`src/rtl/intadc_pkg.sv`:
```
package intadc_pkg;
    typedef enum logic [2:0] {
        ST_IDLE,
        ST_CLR,
        ST_INTEG,
        ST_DISCH,
        ST_FIN,
        ST_SHIFT
    } adc_state_e;
endpackage

```
`src/rtl/intadc_dcnt.sv`:
```
module intadc_dcnt #(
    parameter int W = 10
) (
    input  logic         clk,
    input  logic         rst_n,
    input  logic         clr_i,
    input  logic         inc_i,
    output logic [W-1:0] cnt_o,
    output logic         full_o
);
    logic [W-1:0] cnt_q;

    always_ff @(posedge clk or negedge rst_n) begin
        if (!rst_n)     cnt_q <= '0;
        else if (clr_i) cnt_q <= '0;
        else if (inc_i) cnt_q <= cnt_q + 1'b1;
    end

    assign cnt_o  = cnt_q;
    assign full_o = (cnt_q == {W{1'b1}});
endmodule

```
`src/rtl/intadc_sar.sv`:
```
module intadc_sar #(
    parameter int W = 9
) (
    input  logic         clk,
    input  logic         rst_n,
    input  logic         begin_i,
    input  logic         judge_i,
    input  logic         keep_i,
    output logic [W-1:0] code_o,
    output logic         last_o
);
    localparam int IW = (W > 1) ? $clog2(W) : 1;

    logic [W-1:0]  code_q;
    logic [IW-1:0] idx_q;

    always_ff @(posedge clk or negedge rst_n) begin
        if (!rst_n) begin
            code_q <= '0;
            idx_q  <= '0;
        end else if (begin_i) begin
            code_q <= {1'b1, {(W-1){1'b0}}};
            idx_q  <= IW'(W-1);
        end else if (judge_i) begin
            code_q[idx_q] <= keep_i;
            if (idx_q != '0) begin
                code_q[idx_q-1'b1] <= 1'b1;
                idx_q              <= idx_q - 1'b1;
            end
        end
    end

    assign code_o = code_q;
    assign last_o = (idx_q == '0);
endmodule

```
`src/rtl/intadc_ser.sv`:
```
module intadc_ser #(
    parameter int W = 10
) (
    input  logic         clk,
    input  logic         rst_n,
    input  logic         load_i,
    input  logic [W-1:0] data_i,
    input  logic         shift_i,
    output logic         msb_o
);
    logic [W-1:0] sh_q;

    always_ff @(posedge clk or negedge rst_n) begin
        if (!rst_n)       sh_q <= '0;
        else if (load_i)  sh_q <= data_i;
        else if (shift_i) sh_q <= {sh_q[W-2:0], 1'b0};
    end

    assign msb_o = sh_q[W-1];
endmodule

```
`src/rtl/intadc_seq.sv`:
```
module intadc_seq
    import intadc_pkg::*;
#(
    parameter int RES_W   = 10,
    parameter int CAL_W   = 9,
    parameter int INT_CYC = 16
) (
    input  logic             clk,
    input  logic             rst_n,
    input  logic             start_i,
    input  logic             cal_req_i,
    input  logic             cmp_i,
    output logic             int_rst_o,
    output logic             int_en_o,
    output logic             dis_en_o,
    output logic [CAL_W-1:0] dac_code_o,
    output logic [RES_W-1:0] result_o,
    output logic             ovf_o,
    output logic             done_o,
    output logic             busy_o,
    output logic             ser_o,
    output logic             ser_vld_o
);
    localparam int PH_MAX = (INT_CYC > RES_W) ? INT_CYC : RES_W;
    localparam int PH_W   = $clog2(PH_MAX) + 1;
    localparam logic [RES_W-1:0] MID  = {1'b1, {(RES_W-1){1'b0}}};
    localparam logic [RES_W-1:0] FULL = {RES_W{1'b1}};
    localparam logic [PH_W-1:0] INT_END = PH_W'(INT_CYC - 1);
    localparam logic [PH_W-1:0] SER_END = PH_W'(RES_W - 1);

    adc_state_e       state_q, state_d;
    logic             cal_q;
    logic [PH_W-1:0]  ph_q;
    logic [RES_W-1:0] res_q;
    logic             ovf_q;

    logic [RES_W-1:0] cnt;
    logic             cnt_full;
    logic             sar_last;
    logic             ser_msb;

    logic in_idle, in_clr, in_integ, in_disch, in_fin, in_shift;
    assign in_idle  = (state_q == ST_IDLE);
    assign in_clr   = (state_q == ST_CLR);
    assign in_integ = (state_q == ST_INTEG);
    assign in_disch = (state_q == ST_DISCH);
    assign in_fin   = (state_q == ST_FIN);
    assign in_shift = (state_q == ST_SHIFT);

    intadc_dcnt #(.W(RES_W)) i_dcnt (
        .clk    (clk),
        .rst_n  (rst_n),
        .clr_i  (in_clr),
        .inc_i  (in_disch && cmp_i && !cnt_full),
        .cnt_o  (cnt),
        .full_o (cnt_full)
    );

    intadc_sar #(.W(CAL_W)) i_sar (
        .clk     (clk),
        .rst_n   (rst_n),
        .begin_i (in_idle && cal_req_i),
        .judge_i (in_fin && cal_q),
        .keep_i  (res_q >= MID),
        .code_o  (dac_code_o),
        .last_o  (sar_last)
    );

    intadc_ser #(.W(RES_W)) i_ser (
        .clk     (clk),
        .rst_n   (rst_n),
        .load_i  (in_fin && !cal_q),
        .data_i  (res_q),
        .shift_i (in_shift),
        .msb_o   (ser_msb)
    );

    // state register
    always_ff @(posedge clk or negedge rst_n) begin
        if (!rst_n) state_q <= ST_IDLE;
        else        state_q <= state_d;
    end

    // next-state logic
    always_comb begin
        state_d = state_q;
        unique case (state_q)
            ST_IDLE:  if (cal_req_i || start_i) state_d = ST_CLR;
            ST_CLR:   state_d = ST_INTEG;
            ST_INTEG: if (ph_q == INT_END) state_d = ST_DISCH;
            ST_DISCH: if (!cmp_i || cnt_full) state_d = ST_FIN;
            ST_FIN: begin
                if (!cal_q)       state_d = ST_SHIFT;
                else if (sar_last) state_d = ST_IDLE;
                else              state_d = ST_CLR;
            end
            ST_SHIFT: if (ph_q == SER_END) state_d = ST_IDLE;
            default:  state_d = ST_IDLE;
        endcase
    end

    // datapath registers
    always_ff @(posedge clk or negedge rst_n) begin
        if (!rst_n) begin
            cal_q <= 1'b0;
            ph_q  <= '0;
            res_q <= '0;
            ovf_q <= 1'b0;
        end else begin
            if (in_idle) begin
                if (cal_req_i)    cal_q <= 1'b1;
                else if (start_i) cal_q <= 1'b0;
            end
            if (in_clr || in_fin)       ph_q <= '0;
            else if (in_integ || in_shift) ph_q <= ph_q + 1'b1;
            if (in_disch) begin
                if (!cmp_i) begin
                    res_q <= cnt;
                    ovf_q <= 1'b0;
                end else if (cnt_full) begin
                    res_q <= FULL;
                    ovf_q <= 1'b1;
                end
            end
        end
    end

    // outputs
    always_comb begin
        int_rst_o = in_clr;
        int_en_o  = in_integ;
        dis_en_o  = in_disch;
        done_o    = in_fin && !cal_q;
        busy_o    = !in_idle;
        ser_vld_o = in_shift;
        ser_o     = in_shift && ser_msb;
        result_o  = res_q;
        ovf_o     = ovf_q;
    end
endmodule

```
`config.mk`:
```
export PLATFORM = sky130hd
export DESIGN_NAME = intadc_seq
export DESIGN_NICKNAME = d
export VERILOG_FILES = /design/src/rtl/intadc_pkg.sv /design/src/rtl/intadc_dcnt.sv /design/src/rtl/intadc_sar.sv /design/src/rtl/intadc_ser.sv /design/src/rtl/intadc_seq.sv
export SDC_FILE = /design/constraint.sdc
export NUM_CORES = 1
export LEC_CHECK = 0
export BUFFER_PORTS_ARGS = -buffer_cell sky130_fd_sc_hd__buf_2
export CORE_MARGIN = 2
export CORE_UTILIZATION = 43
export CTS_CLUSTER_SIZE = 25
export DETAILED_ROUTE_END_ITERATION = 7
export PLACE_DENSITY = 0.58
export SKIP_CTS_REPAIR_TIMING = 1
export SLEW_MARGIN = 20
export SYNTH_ARGS = -nofsm -noshare
export SYNTH_HDL_FRONTEND = slang
export SYNTH_SLANG_ARGS = --single-unit
```
`constraint.sdc`:
```
create_clock -name clk -period 3.9 [get_ports clk]
set_input_delay 0.195 -clock clk [delete_from_list [all_inputs] [get_ports clk]]
set_output_delay 0.195 -clock clk [all_outputs]
set_load 0.05 [all_outputs]
```
## Yosys cells after proc, flatten, opt, wreduce, memory -nomap -nowiden

Index checks and enable logic that the tools add are counted.

- $mul: 0
- Shifts and indexed selects: 0
- Divide/modulo/power cells: 0
- Eq/ne operators: 13
- Multiplexer cells: 30
- Bitwise logic cells: 1
- Reduce and logical (&&, ||, !) cells: 29
- $add $sub $neg: 3
- Order comparisons: 5

Operators by type and width:

| cell | count |
|---|---|
| $mux 10 | 6 |
| $mux 9 | 3 |
| $pmux 3 s6 | 1 |
| $mux 3 | 5 |
| $mux 4 | 3 |
| $reduce_bool 2->1 | 6 |
| $add 10x1->10 const B | 1 |
| $eq 10x10->1 const B | 1 |
| $eq 5x4->1 const B | 2 |
| $ge 10x10->1 const B | 1 |
| $lt 4x5->1 const B | 2 |
| $mux 5 | 2 |
| $ne 2x1->1 const B | 5 |
| $bwmux 9 | 1 |
| $or 9x9->9 | 1 |
| $demux 1 s4 | 2 |
| $ge 4x1->1 const B | 2 |
| $logic_and 1x1->1 | 8 |
| $mux 1 | 7 |
| $eq 3x2->1 const B | 2 |
| $eq 3x3->1 const B | 2 |
| $reduce_and 2->1 | 3 |
| $add 5x1->5 const B | 1 |
| $logic_not 1->1 | 4 |
| 7 further kinds | 10 |

- Memories: 0
- Latch bits: 0
- Input port bits: 5
- Output and inout bits: 27
- RAM bits: 0
- Logic and storage cells: 90
- Register bits: 53
- Bits in read-only memories: 0

## Depth between registers and ports, before layout

Gate-level depths: netlist (run 1).

- Word-level depth: 9
- Depth in mapped cells: 7
- Depth with buffers taken out: 6

## Cells and area by module

From an unflattened synthesis (run 1), not the netlist that was laid out.

- Cell total of the unflattened synthesis: 314
- Area total of the unflattened synthesis: 3,067.9 um2

Modules (own cells, without submodules):

| module | area an instance (um2) | instances | sequential area each (um2) | cells an instance |
|---|---|---|---|---|
| intadc_seq | 1,106.1 | 1 | 500.5 | 117 |
| intadc_sar | 993.5 | 1 | 325.3 | 105 |
| intadc_dcnt | 504.2 | 1 | 250.2 | 49 |
| intadc_ser | 464.2 | 1 | 250.2 | 43 |

## Least setup slack after synthesis (run 1)

No wires, ideal clock.

- Path type: flip-flop to output port
- Start point: reg state_q[1]
- End point: out ser_o
- Stages on the path, launching flop included: 6
- Setup slack: 1.698 ns
- Buffers on the path: 2
- Arrival time: 2.007 ns
- Required time: 3.705 ns
- Path through: dfrtp_1 > buf_2 > nand3b_1 > inv_1 > clkbuf_1 > and2_1

- Cells in the longest elaborated chain, start to end: 2

RTL lines:

| element | RTL line | source |
|---|---|---|
| from (decl) | intadc_seq.sv:31 | `adc_state_e state_q, state_d;` |
| from (signal assigned) | intadc_seq.sv:81 | `else state_q <= state_d;` |
| $eq 3x3->1 | intadc_seq.sv:48 | `assign in_shift = (state_q == ST_SHIFT);` |
| named net ser_vld_o | intadc_seq.sv:22 | `output logic ser_vld_o` |
| $logic_and 1x1->1 | intadc_seq.sv:136 | `ser_o = in_shift && ser_msb;` |
| to (decl) | intadc_seq.sv:21 | `output logic ser_o,` |

The timed path passes the listed nets, and every way through them passes these cells.

## Final worst setup path (run 1)

- Start point: reg state_q[2]
- End point: out int_en_o

- Cells in the longest elaborated chain, start to end: 1

RTL lines:

| element | RTL line | source |
|---|---|---|
| $eq 3x2->1 | intadc_seq.sv:45 | `assign in_integ = (state_q == ST_INTEG);` |
| to (decl) | intadc_seq.sv:14 | `output logic int_en_o,` |

No other way between the ends.

==> results of run 1 <==
==> synth_stat cells (3+ instances only) <==
cell | count | share of area (%)
o211ai_1 | 7 | 1.8
nor2_1 | 12 | 1.5
nand2b_1 | 3 | 0.63
nor2b_1 | 3 | 0.63
nand4_1 | 4 | 0.83
a2bb2oi_1 | 3 | 0.88
mux2i_1 | 8 | 2.7
dfrtp_1 | 53 | 44
nand3_1 | 4 | 0.67
clkbuf_1 | 11 | 1.4
a21oi_1 | 23 | 3.8
or3_1 | 11 | 2.3
o21ai_0 | 18 | 3.0
a22oi_1 | 8 | 2.0
ha_1 | 12 | 5.0
xor2_1 | 3 | 0.88
inv_1 | 14 | 1.8
buf_2 | 4 | 0.67
o22a_1 | 10 | 2.9
nand2_1 | 42 | 5.3
nor3_1 | 4 | 0.67
and3_1 | 4 | 0.83
a211oi_1 | 4 | 1.0
o21a_1 | 4 | 1.0
==> power breakdown <==
group | internal, uW | switching (uW) | total [uW]
combinational | 419 | 830 | 1250
clock | 135 | 206 | 341
sequential | 738 | 261 | 999
total | 1290 | 1300 | 2590
==> kinds of logic (layout without fill, tap and decap cells) <==
family	Yosys count	count (layout)	synth area share [%]
AO/OA/AOI/OAI	94	94	22.2
multiplexers	11	11	3.92
AND/OR/NAND/NOR	105	105	19.0
adder cells (fa/ha/maj)	12	12	5.01
XOR/XNOR	4	4	1.17
buffers and inverters	32	56	4.55
flip-flops	53	53	44.2
==> stage by stage <==
stage | power, uW | setup slack, ns
after CTS | 2620 | 1.53
after floorplan | 1970 | 1.70
after detailed placement | 2260 | 1.65
after global routing | 2800 | 1.32
after global placement | 2250 | 1.72
final | 2590 | 1.54
==> per-layer routing <==
metal / vias up / global-route usage, % / part of all wire (%)
li1: 1179 / - / -
met1: 1164 / 26.1 / 48
met2: 39 / 29.7 / 48
met3: 7 / 3.41 / 3.1
met4: 0 / 4.62 / 1.0
met5: - / 0 / 0
==> worst max-delay path by stage <==
stage / start / endpoint / slack (ns) / depth (start not counted)
5_1_grt: state_q[1] / result_o[7] / 1.32 / 4
2_1_floorplan: state_q[1] / ser_o / 1.70 / 5
4_1_cts: state_q[2] / int_en_o / 1.53 / 4
3_3_place_gp: state_q[1] / result_o[8] / 1.72 / 4
3_5_place_dp: state_q[1] / result_o[0] / 1.65 / 4
6_report: state_q[2] / int_en_o / 1.54 / 4
==> cell type report <==
type / instances / share of cell area, %
flip-flops and latches: 53 / 40.4
multi-input cells: 226 / 46.7
inverters: 15 / 1.71
clock buffers: 5 / 2.09
well taps: 80 / 3.05
clock inverters: 3 / 0.876
repair buffers: 33 / 5.18
==> flip-flops by register name (all words and copies together), names as in the netlist <==
register,flops
state_q,3
ovf_o,1
result_o,10
ph_q,5
i_sar.idx_q,4
i_dcnt.cnt_o,10
i_sar.code_o,9
cal_q,1
i_ser.sh_q,10
==> worst register-to-register path: stages (launching register included) <==
cell and delay, ns:
dfrtp_1 0.78, nand2b_1 0.19, or2_2 0.32, a21oi_1 0.69, o22a_1 0.26
==> run summary, run 1 <==
Least-Margin Pin Slew: 0.880 ns
Hold WS: -0.0152 ns
Starting density of the core: 44.4%
Synthesized area: 3000 sq um
Crit-path cells: nor2_1, nand2_1, inv_1, buf_2
Max Cap Viol: 0
Clock transition at path regs: 0.11 ns
Most common cell after layout, fill and taps aside: dfrtp_1
Synth-to-Final Area Change: 9.60%
First-pass GRT wire length: 11,300 microns
Count of different cell masters after synthesis: 58
Multi-input logic area: 1540 sq um
Routed via count: 2,389
Io pins: 32
Crit path kind: reg -> out
CP Launch Type: flip-flop
CP top delay family: simple AND/OR/NAND/NOR gates
Most frequent cells in the layout: dfrtp_1, nand2_1, buf_2
RSZ-0062 raised after global routing: false
Vias in the first global route: 2,254
Async set-reset flop share out of synthesis: 100%
Max H-tree Level: 2
DRC errors left: 0
Die ar.: 7660 sq um
Period utilization: 60.6%
Register area: 1330 sq um
FILL cells: 668
Clock Latency Late Sink: 0.32 ns
Post-Syn Nets: 328
Layout cells sized above 1: 16.4%
Slew Viols, Final: 0
Clk buf depth: 2
Placed inst area: 3190 sq um
Relative slew slack: 41.3%
Crit-path max cell delay: 0.59 ns
Die width: 87.5 microns
Synthesized flop and latch total: 53
Die Ht: 87.5 microns
GR Overflow Total: 0
Root buf cell: clkbuf_8
CP max stage cell: dfrtp_1
Final nets: 351
# setup viols final: 0
Register area share after synthesis: 44.2%
Status: finished with violations
Buf/Inv on CP: 2
Routed vias/inst: 5.76
Static Leakage: 0.00152 uW
Rows: 30
Cell count after synthesis: 311
Commonest register cell after synthesis: dfrtp_1
Initial antenna violation count: 0
Fin Setup TNS: 0 ns
Hold crit path type: in -> async
Yosys warning count: 0
Placed Cells incl. Taps: 407
Worst IR drop on VDD: 539 uV
Post-detail-place hpwl: 4630 microns
WL per Instance: 16.2 microns
Detailed Route WL: 6710 microns
Reg2reg end: result_o[7]
Tmin final: 2.36 ns
Total CTS buffers: 5
Critical Path Sink Type: output pin
Max frequency: 423 MHz
Clk_skew: 0.00944 ns
R2r startpoint: state_q[1]
Pwr dens: 787 nW/um^2
Setup slack, reg-to-reg: 1.62 ns
Worst-path fanout max: 18
Final design utilization: 48.6%
Drt first pass iters: 4
Largest net degree at the start of global routing: 54
Initial DRC count: 97
Post-route ant nets: 0
Total track usage: 18.5%
Antenna Cells: 0
Design area: 3290 sq um
CTS sink cnt: 53
Syn Area/Cell: 9.64 sq um
Core area: 6760 sq um
Data arrival, critical path: 2.17 ns
Required @ worst endpoint: 3.70 ns
# port buffers: 31
Final hold violation count: 11
Failing checks: negative hold slack
Post-synth EDFFs: 0
Placer congestion estimate: 0.759
TritonCTS clock tree: built
Cell Count, Final, Fillers Out: 415
Worst R2R Path Depth: 4
(Power assumes the default switching activity.)
==> inputs of run 2 (changes only) <==
Settings changed: ABC_AREA set to 1, PLACE_DENSITY 0.58 to 0.61.
Clock period 3.9 ns to 1.95 ns, I/O delays scaled along.
==> run summary, run 2 <==
Status: completed
Register area share after synthesis: 45.8%
Fin Setup TNS: 0 ns
Slew Viols, Final: 0
Period utilization: 93.1%
Register area: 1330 sq um
Least-Margin Pin Slew: 0.664 ns
Total power: 5500 uW
Pwr dens: 1690 nW/um^2
DRC errors left: 0
Relative slew slack: 55.6%
Routed via count: 2,382
Commonest register cell after synthesis: dfrtp_1
Rows: 29
Worst IR drop on VDD: 696 uV
Io pins: 32
Synth-to-Final Area Change: 12.3%
Die width: 86.1 microns
Crit path kind: reg -> out
Pre-CTS worst setup slack: 0.274 ns
Mux contribution to synthesized area: 1.38%
Initial DRC count: 141
FILL cells: 609
Initial antenna violation count: 0
CP Launch Type: flip-flop
Most instantiated cells after synthesis: nand2_1, dfrtp_1, inv_1, nand3_1, nor2_1
Post-route ant nets: 0
Clk_skew: 0.00377 ns
Yosys warning count: 0
GR Overflow Total: 0
Post-Syn Nets: 370
Most frequent cells in the layout: nand2_1, inv_1, dfrtp_1
Total CTS buffers: 5
Setup ws final: 0.134 ns
Syn Area/Cell: 8.20 sq um
XOR/XNOR share of the synthesized area: 1.51%
Crit-path cells: nor2_4, nand2_1, nor2_1, buf_4, buf_2
Clk buf depth: 2
Synth Area in Simple Gates: 24.5%
Clock Latency Late Sink: 0.31 ns
Drt first pass iters: 4
Dominant cell type by area after synthesis: dfrtp_1
Die ar.: 7410 sq um
TritonCTS clock tree: built
Tmin final: 1.82 ns
Compound-Gate Fraction of Synth Area: 12.7%
Required @ worst endpoint: 1.85 ns
Largest family of logic cells by synthesized area: simple AND/OR/NAND/NOR gates
Cell count after synthesis: 353
Most common cell after layout, fill and taps aside: nand2_1
Hold WS: 0.0665 ns
Crit-path max cell delay: 0.49 ns
# port buffers: 31
Max frequency: 551 MHz
Adder-cell share of the synthesized area: 5.19%
Most common cell in the netlist: nand2_1
Routed vias/inst: 5.10
Area share of the largest cell type after synthesis: 45.8%
Placer congestion estimate: 0.907
Largest net degree at the start of global routing: 30
Static Leakage: 0.00164 uW
CP top delay family: flip-flops
Vias in the first global route: 2,206
Critical Path Sink Type: output pin
Antenna Cells: 0
Hold crit path type: in -> reg
Count of different cell masters after synthesis: 33
WL per Instance: 13.4 microns
Data arrival, critical path: 1.72 ns
Post-synth EDFFs: 0
Max Cap Viol: 0
CTS sink cnt: 53
Async set-reset flop share out of synthesis: 100%
Final nets: 406
Placed inst area: 3140 sq um
Synthesized flop and latch total: 53
Final hold violation count: 0
Total track usage: 17.9%
First-pass GRT wire length: 10,500 microns
Starting density of the core: 45.1%
Buf/Inv on CP: 2
Synthesized area: 2900 sq um
Detailed Route WL: 6270 microns
# setup viols final: 0
CP max stage cell: dfrtp_1
Synth area leaders: dfrtp_1, nand2_1, inv_1
Clock transition at path regs: 0.10 ns
Root buf cell: clkbuf_8
Die Ht: 86.1 microns
Max H-tree Level: 2
Worst-path fanout max: 10
RSZ-0062 raised after global routing: false
Design area: 3250 sq um
Layout cells sized above 1: 16.9%
Core area: 6420 sq um
Multi-input logic area: 1320 sq um
Post-detail-place hpwl: 4590 microns
-- run 2: changes by cell type in the layout (fill, tap and decap cells not counted), sizes merged, moves of 6 or more --
cell | previous run | this run
o211ai | 8 | 1
or3 | 11 | 0
nand3 | 4 | 30
inv | 16 | 61
o22a | 10 | 0
nor2 | 12 | 30
nand2 | 42 | 84
o22ai | 1 | 7
o221ai | 2 | 8
a21oi | 24 | 10
-- run 2: layer usage --
metal / wire [microns] / up-vias / GRT usage (%)
met4: 81 / 0 / 6.35
met2: 2720 / 32 / 25.8
met3: 193 / 6 / 3.46
li1: - / 1232 / -
met1: 3280 / 1112 / 26.8
met5: 0 / - / 0
-- run 2: worst register-to-register path: stages, from the launching register on --
cell and delay, ns:
dfrtp_1 0.45, inv_1 0.23, ha_1 0.26, nand2_2 0.11, inv_1 0.17, nor2_1 0.08
nand3_1 0.10, o21ai_0 0.09, nand2_1 0.07, nand2_1 0.05
-- run 2: per-stage QoR --
stage / std cells / util [%]
after floorplan: 353 / -
after global placement: 458 / 49.0
after global routing: 467 / 50.6
after CTS: 466 / 50.4
final: 467 / 50.6
after detailed placement: 458 / 49.0
-- run 2: cell type report --
cell class,count,area share [%]
clock inverter,3,0.654
clock buffer,5,2.12
timing repair buffer,34,5.93
sequential,53,40.8
inverter,60,7.01
tap,77,2.96
multi-input combinational,235,40.5
-- run 2: cell families (layout without fill, tap and decap cells) --
kind of cell / after synthesis / in the layout
flip-flops: 53 / 53
AO/OA/AOI/OAI: 58 / 58
adder cells (fa/ha/maj): 12 / 12
XOR/XNOR: 5 / 5
AND/OR/NAND/NOR: 156 / 156
buffers and inverters: 65 / 102
multiplexers: 4 / 4
-- run 2: worst paths after layout --
kind | start | end | slack, ns | cells after the start
min | start_i | cal_q | 0.07 | 4
min reg2reg | i_sar.code_o[1] | i_sar.code_o[1] | 0.51 | 2
max | state_q[0] | done_o | 0.13 | 5
max reg2reg | i_sar.idx_q[0] | i_sar.code_o[2] | 0.25 | 9
max in group asynchronous | rst_n | result_o[8] | 1.06 | 3
min in group asynchronous | rst_n | i_sar.idx_q[0] | 0.33 | 2
-- run 2: where the power goes --
| group | internal (uW) | leakage (uW) | switching (uW) |
|---|---|---|---|
| Sequential | 1530 | 0.000677 | 421 |
| Combinational | 788 | 0.000915 | 2110 |
| Clock | 256 | 0.0000445 | 390 |
==> inputs of run 3 (changes only) <==
Settings changed: RECOVER_POWER set to 100.
==> run summary, run 3 (same netlist as run 2, synthesis figures left out) <==
Pre-CTS worst setup slack: 0.274 ns
Required @ worst endpoint: 1.85 ns
Total CTS buffers: 5
Total track usage: 17.9%
GR Overflow Total: 0
Pwr dens: 1700 nW/um^2
CTS sink cnt: 53
Register area: 1330 sq um
Slew Viols, Final: 0
First-pass GRT wire length: 10,500 microns
Most common cell after layout, fill and taps aside: nand2_1
Least-Margin Pin Slew: 0.723 ns
Worst-path fanout max: 10
Synth-to-Final Area Change: 11.7%
Die ar.: 7410 sq um
Vias in the first global route: 2,206
TritonCTS clock tree: built
Rows: 29
Clock Latency Late Sink: 0.31 ns
Crit-path max cell delay: 0.49 ns
Initial antenna violation count: 0
Worst IR drop on VDD: 696 uV
Routed vias/inst: 5.10
Layout cells sized above 1: 16.4%
Max Cap Viol: 0
Post-route ant nets: 0
Io pins: 32
FILL cells: 611
Max frequency: 551 MHz
Crit-path cells: nor2_4, nand2_1, nor2_1, buf_4, buf_2
Root buf cell: clkbuf_8
Crit path kind: reg -> out
DRC errors left: 0
Clk_skew: 0.00377 ns
RSZ-0062 raised after global routing: false
Fin Setup TNS: 0 ns
CP top delay family: flip-flops
Clk buf depth: 2
# setup viols final: 0
Hold crit path type: in -> reg
CP Launch Type: flip-flop
Post-detail-place hpwl: 4590 microns
Core area: 6420 sq um
Routed via count: 2,383
Starting density of the core: 45.1%
Largest net degree at the start of global routing: 30
Static Leakage: 0.00162 uW
CP max stage cell: dfrtp_1
Tmin final: 1.82 ns
Final nets: 406
Max H-tree Level: 2
Data arrival, critical path: 1.72 ns
Relative slew slack: 51.8%
Die width: 86.1 microns
Drt first pass iters: 4
Setup ws final: 0.134 ns
Placer congestion estimate: 0.907
WL per Instance: 13.4 microns
Period utilization: 93.1%
Critical Path Sink Type: output pin
# port buffers: 31
Final hold violation count: 0
Status: completed
Antenna Cells: 0
Buf/Inv on CP: 2
Most frequent cells in the layout: nand2_1, inv_1, dfrtp_1
Detailed Route WL: 6280 microns
Multi-input logic area: 1320 sq um
Clock transition at path regs: 0.10 ns
Initial DRC count: 153
Die Ht: 86.1 microns
-- run 3: cell count changes in the layout (fill, tap and decap cells not counted), sizes merged --
cell	previous run	this run
clkbuf	5	9
buf	33	29
-- run 3: worst reg2reg max path, delay by kind of cell, from the launching register on --
kind	cells	cell delay, ns
flip-flops	1	0.45
AND/OR/NAND/NOR	5	0.41
buffers and inverters	2	0.40
adder cells (fa/ha/maj)	1	0.26
AO/OA/AOI/OAI	1	0.09
-- run 3: cell type report --
class | instances | share of cell area, %
Clock buffer | 5 | 2.13
Clock inverter | 3 | 0.658
Inverter | 60 | 7.04
Timing Repair Buffer | 34 | 5.42
Sequential cell | 53 | 41.1
Multi-Input combinational cell | 235 | 40.7
Tap cell | 77 | 2.98
-- run 3: metrics by stage --
step           util, %  area [sq um]  instances  hold slack, ns  power [uW]
2_1_floorplan        -          2900        353          -0.198        4160
3_3_place_gp      49.0          3140        458           0.144        4820
3_5_place_dp      49.0          3140        458           0.144        4860
4_1_cts           50.4          3230        466          -0.203        5510
5_1_grt           50.3          3230        467          0.0847        5920
6_report          50.3          3230        467          0.0664        5490
-- run 3: report_power, final --
part | internal, uW | switching (uW)
Sequential | 1530 | 421
Combinational | 780 | 2110
Clock | 256 | 390
Total | 2560 | 2920
-- run 3: final timing paths --
kind | from | to | slack, ns | depth (start not counted)
worst min register to register | i_sar.code_o[1] | i_sar.code_o[1] | 0.51 | 2
worst min-delay path | start_i | cal_q | 0.07 | 4
min in group asynchronous | rst_n | i_sar.idx_q[0] | 0.34 | 2
worst max-delay path | state_q[0] | done_o | 0.13 | 5
worst max register to register | i_sar.idx_q[0] | i_sar.code_o[2] | 0.25 | 9
max in group asynchronous | rst_n | result_o[8] | 0.48 | 3
-- run 3: per-layer routing --
metal	GRT usage, %	part of all wire [%]
met5	0	0
met4	6.35	1.3
met2	25.8	43
met1	26.8	52
met3	3.46	3.1
